==> src/rtl/cc_pkg.sv <==
package cc_pkg;
  // Edge/level field meaning in compare modes
  typedef enum logic [1:0] {
    ACT_PORT   = 2'b00,
    ACT_TOGGLE = 2'b01,
    ACT_LOW    = 2'b10,
    ACT_HIGH   = 2'b11
  } cc_act_e;

  localparam logic [1:0] MODE_CAPTURE = 2'b00;
endpackage

==> src/rtl/cc_edge_det.sv <==
module cc_edge_det #(
  parameter int SYNC_STAGES = 2
) (
  input  logic clk,
  input  logic rst_n,
  input  logic pin_i,
  input  logic rise_en,
  input  logic fall_en,
  output logic hit_o
);
  localparam int LAST = SYNC_STAGES - 1;

  logic [SYNC_STAGES:0] shift_q;
  logic [SYNC_STAGES:0] shift_d;
  logic                 cur, prev;

  always_comb begin
    shift_d = {shift_q[SYNC_STAGES-1:0], pin_i};
  end

  always_ff @(posedge clk or negedge rst_n) begin
    if (!rst_n) shift_q <= '0;
    else        shift_q <= shift_d;
  end

  assign cur   = shift_q[LAST];
  assign prev  = shift_q[SYNC_STAGES];
  assign hit_o = (rise_en & cur & ~prev) | (fall_en & ~cur & prev);
endmodule

==> src/rtl/cc_cmp_regs.sv <==
module cc_cmp_regs #(
  parameter int CNT_W = 16
) (
  input  logic             clk,
  input  logic             rst_n,
  input  logic             buf_en,
  input  logic             ovf_i,
  input  logic             we_i,
  input  logic [CNT_W-1:0] data_i,
  output logic [CNT_W-1:0] active_o
);
  logic [CNT_W-1:0] act_q, act_d, shd_q, shd_d;
  logic             act_en, shd_en;

  always_comb begin
    act_d  = act_q;
    shd_d  = shd_q;
    act_en = 1'b0;
    shd_en = 1'b0;
    if (buf_en) begin
      if (we_i)  begin shd_d = data_i; shd_en = 1'b1; end
      if (ovf_i) begin act_d = shd_q;  act_en = 1'b1; end
    end else if (we_i) begin
      act_d  = data_i;
      act_en = 1'b1;
    end
  end

  always_ff @(posedge clk or negedge rst_n) begin
    if (!rst_n) begin
      act_q <= '0;
      shd_q <= '0;
    end else begin
      if (act_en) act_q <= act_d;
      if (shd_en) shd_q <= shd_d;
    end
  end

  assign active_o = act_q;
endmodule

==> src/rtl/cc_out_ctl.sv <==
module cc_out_ctl
  import cc_pkg::*;
(
  input  logic       clk,
  input  logic       rst_n,
  input  logic [1:0] mode_i,
  input  logic [1:0] edge_i,
  input  logic       match_i,
  input  logic       ovf_i,
  output logic       out_o
);
  logic    out_q, out_d;
  cc_act_e act;

  assign act = cc_act_e'(edge_i);

  always_comb begin
    out_d = out_q;
    if (act == ACT_PORT) begin
      out_d = ~mode_i[0];
    end else if (mode_i != MODE_CAPTURE) begin
      if (match_i) begin
        unique case (act)
          ACT_TOGGLE: out_d = ~out_q;
          ACT_LOW:    out_d = 1'b0;
          ACT_HIGH:   out_d = 1'b1;
          default:    out_d = out_q;
        endcase
      end else if (ovf_i) begin
        if (act == ACT_LOW)  out_d = 1'b1;
        if (act == ACT_HIGH) out_d = 1'b0;
      end
    end
  end

  always_ff @(posedge clk or negedge rst_n) begin
    if (!rst_n) out_q <= 1'b1;
    else        out_q <= out_d;
  end

  assign out_o = out_q;
endmodule

==> src/rtl/cc_chan.sv <==
module cc_chan
  import cc_pkg::*;
#(
  parameter int CNT_W       = 16,
  parameter int SYNC_STAGES = 2
) (
  input  logic             clk,
  input  logic             rst_n,
  input  logic [CNT_W-1:0] cnt_i,
  input  logic             ovf_i,
  input  logic             pin_i,
  input  logic             tmr_stop_i,
  input  logic             tmr_clr_i,
  input  logic             cfg_we_i,
  input  logic [1:0]       cfg_mode_i,
  input  logic [1:0]       cfg_edge_i,
  input  logic             cmp_we_i,
  input  logic [CNT_W-1:0] cmp_data_i,
  input  logic             flag_clr_i,
  output logic             pin_o,
  output logic             pin_oe_o,
  output logic             flag_o,
  output logic [CNT_W-1:0] cap_o
);
  // Reset: asserted asynchronously, released on the clock
  logic [1:0] rst_sync_q;
  logic       rst_core_n;

  always_ff @(posedge clk or negedge rst_n) begin
    if (!rst_n) rst_sync_q <= 2'b00;
    else        rst_sync_q <= {rst_sync_q[0], 1'b1};
  end
  assign rst_core_n = rst_sync_q[1];

  // Configuration fields
  logic [1:0] mode_q, mode_d, edge_q, edge_d;
  logic       mode_unlocked;

  assign mode_unlocked = tmr_stop_i & tmr_clr_i;

  always_comb begin
    mode_d = mode_q;
    edge_d = edge_q;
    if (cfg_we_i) begin
      edge_d = cfg_edge_i;
      if (mode_unlocked) mode_d = cfg_mode_i;
    end
  end

  always_ff @(posedge clk or negedge rst_core_n) begin
    if (!rst_core_n) begin
      mode_q <= 2'b00;
      edge_q <= 2'b00;
    end else begin
      mode_q <= mode_d;
      edge_q <= edge_d;
    end
  end

  logic owns_pin, cap_mode, cmp_mode;
  assign owns_pin = (edge_q != ACT_PORT);
  assign cap_mode = owns_pin & (mode_q == MODE_CAPTURE);
  assign cmp_mode = owns_pin & (mode_q != MODE_CAPTURE);

  // Capture path
  logic cap_evt;
  cc_edge_det #(.SYNC_STAGES(SYNC_STAGES)) u_edge (
    .clk     (clk),
    .rst_n   (rst_core_n),
    .pin_i   (pin_i),
    .rise_en (cap_mode & edge_q[0]),
    .fall_en (cap_mode & edge_q[1]),
    .hit_o   (cap_evt)
  );

  // Compare path
  logic [CNT_W-1:0] cmp_active;
  logic             match_evt;

  cc_cmp_regs #(.CNT_W(CNT_W)) u_cmp (
    .clk      (clk),
    .rst_n    (rst_core_n),
    .buf_en   (mode_q[1]),
    .ovf_i    (ovf_i),
    .we_i     (cmp_we_i),
    .data_i   (cmp_data_i),
    .active_o (cmp_active)
  );

  assign match_evt = cmp_mode & (cnt_i == cmp_active);

  cc_out_ctl u_out (
    .clk     (clk),
    .rst_n   (rst_core_n),
    .mode_i  (mode_q),
    .edge_i  (edge_q),
    .match_i (match_evt),
    .ovf_i   (ovf_i),
    .out_o   (pin_o)
  );

  // Capture register and flag
  logic [CNT_W-1:0] cap_q;
  logic             flag_q, flag_d;

  always_comb begin
    flag_d = flag_q;
    if (cap_evt | match_evt) flag_d = 1'b1;
    else if (flag_clr_i)     flag_d = 1'b0;
  end

  always_ff @(posedge clk or negedge rst_core_n) begin
    if (!rst_core_n) begin
      cap_q  <= '0;
      flag_q <= 1'b0;
    end else begin
      if (cap_evt) cap_q <= cnt_i;
      flag_q <= flag_d;
    end
  end

  assign cap_o    = cap_q;
  assign flag_o   = flag_q;
  assign pin_oe_o = cmp_mode;
endmodule

==> config.mk <==
export PLATFORM = sky130hd
export DESIGN_NAME = cc_chan
export DESIGN_NICKNAME = d
export VERILOG_FILES = /design/src/rtl/cc_pkg.sv /design/src/rtl/cc_edge_det.sv /design/src/rtl/cc_cmp_regs.sv /design/src/rtl/cc_out_ctl.sv /design/src/rtl/cc_chan.sv
export SDC_FILE = /design/constraint.sdc
export NUM_CORES = 1
export LEC_CHECK = 0
export BUFFER_PORTS_ARGS = -buffer_cell sky130_fd_sc_hd__buf_2
export CORE_MARGIN = 5
export CORE_UTILIZATION = 55
export CTS_CLUSTER_DIAMETER = 80
export CTS_CLUSTER_SIZE = 12
export DETAILED_ROUTE_END_ITERATION = 10
export GPL_TIMING_DRIVEN = 0
export PLACE_DENSITY = 0.82
export REMOVE_ABC_BUFFERS = 1
export SETUP_SLACK_MARGIN = 0.05
export SYNTH_ARGS = -nofsm -noshare
export SYNTH_HDL_FRONTEND = slang
export SYNTH_SLANG_ARGS = --single-unit
==> constraint.sdc <==
create_clock -name clk -period 5.3 [get_ports clk]
set_clock_uncertainty 0.2 [all_clocks]
set_input_delay 0.265 -clock clk [delete_from_list [all_inputs] [get_ports clk]]
set_output_delay 0.265 -clock clk [all_outputs]
set_load 0.1 [all_outputs]
==> results of run 1 <==
[cell usage after synthesis]
cell type,n,area (µm²)
sky130_fd_sc_hd__nand3_1,3,15.0
sky130_fd_sc_hd__and2b_1,1,7.51
sky130_fd_sc_hd__nand2_1,20,75.1
sky130_fd_sc_hd__dfrtp_1,58,1450
sky130_fd_sc_hd__xnor2_1,12,105
sky130_fd_sc_hd__xor2_1,4,35.0
sky130_fd_sc_hd__nor4_4,1,21.3
sky130_fd_sc_hd__mux2i_1,18,180
sky130_fd_sc_hd__mux2_1,12,135
sky130_fd_sc_hd__or2_1,1,6.26
sky130_fd_sc_hd__nand4_1,1,6.26
sky130_fd_sc_hd__and2_1,1,6.26
sky130_fd_sc_hd__o22ai_1,2,12.5
sky130_fd_sc_hd__o21ai_0,17,85.1
sky130_fd_sc_hd__a21oi_1,5,25.0
sky130_fd_sc_hd__a211o_1,1,8.76
sky130_fd_sc_hd__buf_4,2,15.0
sky130_fd_sc_hd__clkbuf_1,3,11.3
sky130_fd_sc_hd__nand4_2,1,12.5
sky130_fd_sc_hd__buf_2,3,15.0
sky130_fd_sc_hd__nand2b_1,1,6.26
sky130_fd_sc_hd__dfstp_2,1,26.3
sky130_fd_sc_hd__inv_1,2,7.51
sky130_fd_sc_hd__conb_1,1,3.75
sky130_fd_sc_hd__nor4_2,1,12.5
sky130_fd_sc_hd__mux2_2,24,270
sky130_fd_sc_hd__nor2_1,3,11.3
[report_power, final]
part	internal (mW)	switching, mW	leakage (nW)
logic	0.226	0.654	0.840
clock network	0.194	0.162	0.0905
registers	0.600	0.100	0.702
total	1.02	0.917	1.63
[layer usage]
layer	global-route usage [%]	vias to the layer above	wire length (µm)
li1	-	901	-
met1	21.5	911	2180
met2	34.5	55	2930
met3	4.12	14	201
met4	11.2	0	147
met5	0	-	0
[cell type report]
class | instances | share of cell area (%)
clock buffers | 14 | 4.66
clock inverters | 2 | 0.287
inverters | 2 | 0.215
multi-input cells | 130 | 29.9
flip-flops and latches | 59 | 42.4
well taps | 52 | 1.86
repair buffers | 102 | 20.7
[metrics by stage]
stage | utilization (%) | power, mW
2_1_floorplan | - | 1.40
3_3_place_gp | 65.4 | 1.54
3_5_place_dp | 66.3 | 1.56
4_1_cts | 78.5 | 1.94
5_1_grt | 78.5 | 2.03
6_report | 78.5 | 1.94
[worst max-delay path, stage by stage (launching register included)]
cell	delay, ns
sky130_fd_sc_hd__dfrtp_1	1.06
sky130_fd_sc_hd__nor2_1	0.21
sky130_fd_sc_hd__and2b_1	0.31
sky130_fd_sc_hd__buf_2	0.44
[cells in the final DEF (no fill, tap or decap), drive strengths merged, types with 3 or more instances in the layout]
cell type and count:
mux2 36, mux2i 18, o21ai 17, nor2 3, a21oi 5, xor2 4
nand2 20, clkbuf 14, dfrtp 58, nand3 3, dlygate4sd3 37, xnor2 12
buf 65
[timing repair]
item                                   CTS  global route
setup buffers                            0             0
setup endpoints to repair                0             0
gates resized for setup                  0             0
hold buffers                            37             0
endpoints found under the hold margin   37             0
[cell families (layout without fill, tap and decap cells)]
group | after synthesis | after routing
muxes | 54 | 54
AOI/OAI and AO/OA | 25 | 25
other | 1 | 1
buffers and inverters | 10 | 120
DFF | 59 | 59
xor gates and xnor gates | 16 | 16
and+or+nand+nor | 34 | 34
[worst max-delay path by stage]
stage	startpoint	endpoint	slack, ns	cells after the start
2_1_floorplan	mode_q[1]	u_out.out_o	2.45	5
3_3_place_gp	mode_q[1]	u_cmp.active_o[8]	1.86	2
3_5_place_dp	mode_q[1]	u_cmp.shd_q[6]	2.66	2
4_1_cts	mode_q[1]	pin_oe_o	2.48	3
5_1_grt	mode_q[1]	pin_oe_o	2.39	3
6_report	mode_q[1]	pin_oe_o	2.49	3
[state kept, by name (all words and copies together), names as in the netlist, 2 cells and up]
name,cells
rst_sync_q,2
edge_q,2
u_cmp.active_o,16
cap_o,16
u_cmp.shd_q,16
mode_q,2
u_edge.shift_q,3
==> impl_metrics.py, run 1 <==
metrics = {
    "pwr": {
        "power.ir.vdd_worst_mv": 0.326,
        "p_per_area_nw_per_um2": 555,
        "p_leak_nw": 1.63,
    },
    "worst_hold_path": {
        "whs_endpoint": "cap_o[12]",
        "min-delay-path-class": "input port to flop",
        "timing.hold.worst.start": "cnt_i[12]",
        "worst_hold_path.num_cells": 2,
    },
    "cells_and_area": {
        "fillcell_total": 262,
        "layout-drive-gt1-share_pct": 35.0,
        "multiInputGateArea_um2": 1040,
        "fin_cells": 361,
        "area_used_by_sequential_logic_in_the_layout_um2": 1480,
        "insertedDiodeCount": 0,
        "area.growth.synth_to_final_pct": 35.9,
        "postLayoutCellArea_um2": 3490,
        "finalNetCount": 349,
    },
    "synth": {
        "ys_seq_area_share_pct": 57.6,
        "post_synth_instance_area_um2": 2570,
        "synth_compound_gate_area_share_pct": 5.12,
        "muxShareOfSynthArea_pct": 22.8,
        "synth-xor-area-share_pct": 5.46,
        "synth_top_family_by_area": "multiplexers",
        "synthesized_area_fraction_occupied_by_adder_cells_pct": 0,
        "synth.ff_latch_count": 59,
        "synth-simple-area-share_pct": 7.02,
        "yosysWarningCount": 0,
        "synth.distinct_cells": 27,
        "synthCells": 199,
        "syn_area_per_cell_um2": 12.9,
    },
    "worst_setup_path": {
        "critical_path.max_fanout": 21,
        "required_ns": 4.84,
        "worst-endpoint-arrival_ns": 2.34,
        "worst_r2r_endpoint": "u_cmp.shd_q[6]",
        "r2r_slack_ns": 2.65,
        "setup.worst_path.class": "flop to primary output",
        "r2r_startpoint": "mode_q[1]",
        "critical_path.startpoint_type": "flop",
        "reg2reg_depth": 2,
        "end_kind": "primary output",
    },
    "timing": {
        "worst_pin_slew_ns": 1.09,
        "setup_tns_ns": 0,
        "fin_crit_sh_pct": 52.9,
        "setup_viol": 0,
        "final_period_minus_worst_setup_slack_ns": 2.81,
        "fin_ws_ns": 2.49,
        "rsz_0062_raised_after_global_routing": "no",
        "achievable-frequency_mhz": 356,
        "finalHoldWorstSlack_ns": 0.0192,
        "timing.final.hold_violations": 0,
        "finalMaxSlewViolations": 0,
        "worst_case_headroom_to_the_max_slew_limit_pct": 27.5,
    },
    "floorplanning": {
        "core_um2": 4440,
        "horizontal_die_dimension_um": 78.3,
        "floorplan.die_area_um2": 6130,
        "initial_core_util_pct": 57.8,
        "fp.dieH_um": 78.3,
        "ios": 64,
        "fp-row-count": 24,
    },
    "status": {
        "status": "completed",
    },
    "placement": {
        "cell_area_placed_um2": 2950,
        "count_of_buffers_from_port_buffering": 63,
        "place.detailed.hpwl_um": 3460,
        "place_ws_ns": 2.66,
        "place.detailed.instances": 308,
        "place.gp.congestion": 0.751,
    },
    "routing": {
        "route.final.wire_length_um": 5460,
        "postRouteAntennaNets": 0,
        "detail_route.vias_per_cell": 5.21,
        "post-route-drc-count": 0,
        "drtPass1Iterations": 4,
        "drt-wirelength-per-cell_um": 15.1,
        "vias_post_dr": 1881,
        "drt_iter0_drc": 83,
    },
    "clocking": {
        "htreeDepth": 3,
        "clkTransAtPathRegs_ns": 0.06,
        "cts-buffers-inserted": 9,
        "clock_latency_ns": 0.32,
        "root_buffer": "sky130_fd_sc_hd__clkbuf_8",
        "numClockSinks": 59,
        "cts_tree": "done",
        "cts_buffer_depth": 2,
    },
    "job": {
        "cap_viol_max_count": 0,
    },
    "global_routing": {
        "globalRoute.totalOverflow": 0,
        "grt_first_pass_wirelength_um": 9150,
        "grt_pass1_vias": 1936,
        "antenna_found_initial": 0,
        "pin_count_of_the_biggest_net_entering_global_routing": 33,
        "track_usage_pct": 19.4,
    },
}
(Power assumes the default switching activity.)
==> inputs of run 2 (changes only) <==
ABC_AREA = 1   (was unset)
CORE_UTILIZATION = 48   (was 55)
PLACE_DENSITY = 0.76   (was 0.82)
clock period = 2.3 ns   (was 5.3 ns; I/O delays follow)
==> run 2 against run 1 <==
Register-to-register slack lost 2.4 ns. Combinational power grew 130%. Sequential power grew 120%. Non-clock buffer count grew 10. First-iteration DRC count grew 22%. Total power grew 130%. Largest cell class unchanged. Sequential share of layout area shrank 2.5 points. Synthesized cell count grew 55%.
==> impl_metrics.py, run 2 <==
metrics = {
    "status": {
        "status": "completed",
    },
    "global_routing": {
        "antenna_found_initial": 0,
        "grt_pass1_vias": 2412,
        "use_met1_pct": 25.6,
        "grt_util_met3_pct": 5.40,
        "track_usage_pct": 20.5,
        "pin_count_of_the_biggest_net_entering_global_routing": 34,
        "grt_first_pass_wirelength_um": 11500,
        "globalRoute.totalOverflow": 0,
        "grt_use_met2_pct": 34.1,
        "grt.busiest_layer": "met2",
    },
    "worst_setup_path": {
        "setup.worst_path.class": "flop to flop",
        "required_ns": 2.31,
        "critical_path.max_fanout": 30,
        "critical_path.startpoint_type": "flop",
        "worst-endpoint-arrival_ns": 2.06,
        "cpMaxStageDelayCell": "sky130_fd_sc_hd__or3b_4",
        "end_kind": "flop",
        "worstPathCellList": "nor2_2 > nand2_2 > or3b_4 > mux2_4",
        "max_stage_delay_ns": 0.57,
    },
    "timing": {
        "timing.final.hold_violations": 0,
        "final_period_minus_worst_setup_slack_ns": 2.05,
        "worst_case_headroom_to_the_max_slew_limit_pct": 40.0,
        "achievable-frequency_mhz": 489,
        "worst_pin_slew_ns": 0.897,
        "fin_ws_ns": 0.254,
        "finalHoldWorstSlack_ns": 0.0517,
        "rsz_0062_raised_after_global_routing": "no",
        "setup_viol": 0,
        "fin_crit_sh_pct": 89.0,
        "finalMaxSlewViolations": 0,
    },
    "synth": {
        "ys_seq_area_share_pct": 55.7,
        "synthCells": 309,
        "synth.top_cells.by_count": "sky130_fd_sc_hd__nand2_1, sky130_fd_sc_hd__dfrtp_1, sky130_fd_sc_hd__inv_1",
        "yosys-top-cells-area": "sky130_fd_sc_hd__dfrtp_1, sky130_fd_sc_hd__nand2_1, sky130_fd_sc_hd__o21ai_0, sky130_fd_sc_hd__inv_1, sky130_fd_sc_hd__o211ai_1",
        "most_common_cell_in_the_synthesized_netlist": "sky130_fd_sc_hd__nand2_1",
        "synth.distinct_cells": 21,
        "synthArstFlopShare_pct": 100,
        "synth_area_leader": "sky130_fd_sc_hd__dfrtp_1",
        "synth_largest_type_area_fraction_pct": 54.7,
        "postSynth.topFlopCell": "sky130_fd_sc_hd__dfrtp_1",
        "yosysWarningCount": 0,
        "post_synth_instance_area_um2": 2660,
        "synth.ff_latch_count": 59,
        "synth_enable_flop_cells": 0,
        "syn_area_per_cell_um2": 8.59,
    },
    "floorplanning": {
        "floorplan.die_area_um2": 7120,
        "fp-row-count": 27,
        "initial_core_util_pct": 48.8,
        "horizontal_die_dimension_um": 84.4,
        "fp.dieH_um": 84.4,
        "ios": 64,
        "core_um2": 5440,
    },
    "routing": {
        "drt_iter0_drc": 101,
        "route.final.wire_length_um": 6710,
        "vias_post_dr": 2409,
        "drtPass1Iterations": 5,
        "post-route-drc-count": 0,
        "drt-wirelength-per-cell_um": 13.5,
        "detail_route.vias_per_cell": 4.84,
        "postRouteAntennaNets": 0,
    },
    "cells_and_area": {
        "most_common_cell_after_layout_fill_and_taps_aside": "sky130_fd_sc_hd__nand2_1",
        "final_util_pct": 68.2,
        "fin_cells": 498,
        "insertedDiodeCount": 0,
        "area.growth.synth_to_final_pct": 39.8,
        "finalNetCount": 466,
        "layout-drive-gt1-share_pct": 23.2,
        "layout_common_cells": "sky130_fd_sc_hd__nand2_1, sky130_fd_sc_hd__buf_2, sky130_fd_sc_hd__dfrtp_1, sky130_fd_sc_hd__dlygate4sd3_1, sky130_fd_sc_hd__inv_1",
    },
    "clocking": {
        "cts_tree": "done",
        "cts_buffer_depth": 2,
        "htreeDepth": 3,
        "clock_latency_ns": 0.33,
        "numClockSinks": 59,
        "clkTransAtPathRegs_ns": 0.06,
        "root_buffer": "sky130_fd_sc_hd__clkbuf_8",
        "cts-buffers-inserted": 9,
    },
    "placement": {
        "place.detailed.hpwl_um": 3810,
        "place_ws_ns": -0.353,
        "place.gp.congestion": 0.816,
        "count_of_buffers_from_port_buffering": 63,
        "place.detailed.instances": 433,
    },
    "worst_hold_path": {
        "min-delay-path-class": "input port to flop",
    },
    "pwr": {
        "fin_total_pwr_mw": 4.51,
        "p_per_area_nw_per_um2": 1220,
        "p_leak_nw": 1.90,
        "power.ir.vdd_worst_mv": 0.912,
    },
    "job": {
        "cap_viol_max_count": 0,
    },
}
-- run 2: cell count changes in the layout (fill, tap and decap cells not counted), sizes merged, moves of 4 or more --
cell / delta
xor2: -4
dlygate4sd3: +10
o21ai: +24
o211ai: +14
mux2: -28
nor2: +15
xnor2: -9
clkbuf: -4
mux2i: -18
inv: +41
nand2: +73
-- run 2: power by group --
part           internal [mW]  switching, mW
Sequential              1.36          0.191
Combinational          0.442           1.60
Clock                  0.520          0.408
Total                   2.32           2.19
-- run 2: worst max-delay path: cells and delay by family (launching register included) --
kind,cells,cell delay [ns]
and+or+nand+nor,3,0.85
DFF,1,0.52
muxes,1,0.35
-- run 2: worst paths after layout --
path	from	endpoint	slack, ns	cells past startpoint
worst max-delay path	mode_q[1]	cap_o[3]	0.25	4
worst min-delay path	ovf_i	u_out.out_o	0.05	6
worst max register to register	mode_q[1]	cap_o[3]	0.25	4
worst min register to register	rst_sync_q[1]	cap_o[9]	0.07	0
max in group asynchronous	rst_sync_q[1]	u_cmp.active_o[1]	1.25	1
min in group asynchronous	rst_sync_q[1]	cap_o[9]	0.07	0
-- run 2: final cells by class --
class	count	area, µm²
Fill cell	434	1730
Sequential cell	59	1480
Multi-Input combinational cell	194	962
Timing Repair Buffer	112	813
Inverter	44	169
Clock buffer	10	138
Tap cell	72	90.1
Clock inverter	6	55.1
Timing Repair inverter	1	5.00
-- run 2: timing repair --
action                                  4_1_cts  5_1_grt
endpoints found under the hold margin        56        0
endpoints found under the setup margin       16       14
resized for setup                             2        0
buffers inserted                              0        1
hold buffers                                 47        0
gates cloned                                  1        0
-- run 2: cells by family after synthesis --
kind of cell	Yosys count	synth area share [%]
XOR/XNOR	3	0.990
AND/OR/NAND/NOR	119	17.9
flip-flops	59	55.7
multiplexers	8	3.82
AO/OA/AOI/OAI	63	13.3
buffers and inverters	56	8.20
other	1	0.141
-- run 2: per-stage QoR --
stage,cell area [µm²],setup TNS (ns)
final,3710,0
after global routing,3710,0
after CTS,3700,0
after detailed placement,3030,-4.74
after global placement,3010,-23.03
after floorplan,2600,-0.770
-- run 2: metal layers --
layer  vias to the layer above  wire length, µm
met5                         -                0
met4                         0              119
met3                        12              355
met2                        71             3390
met1                      1120             2850
li1                       1206                -
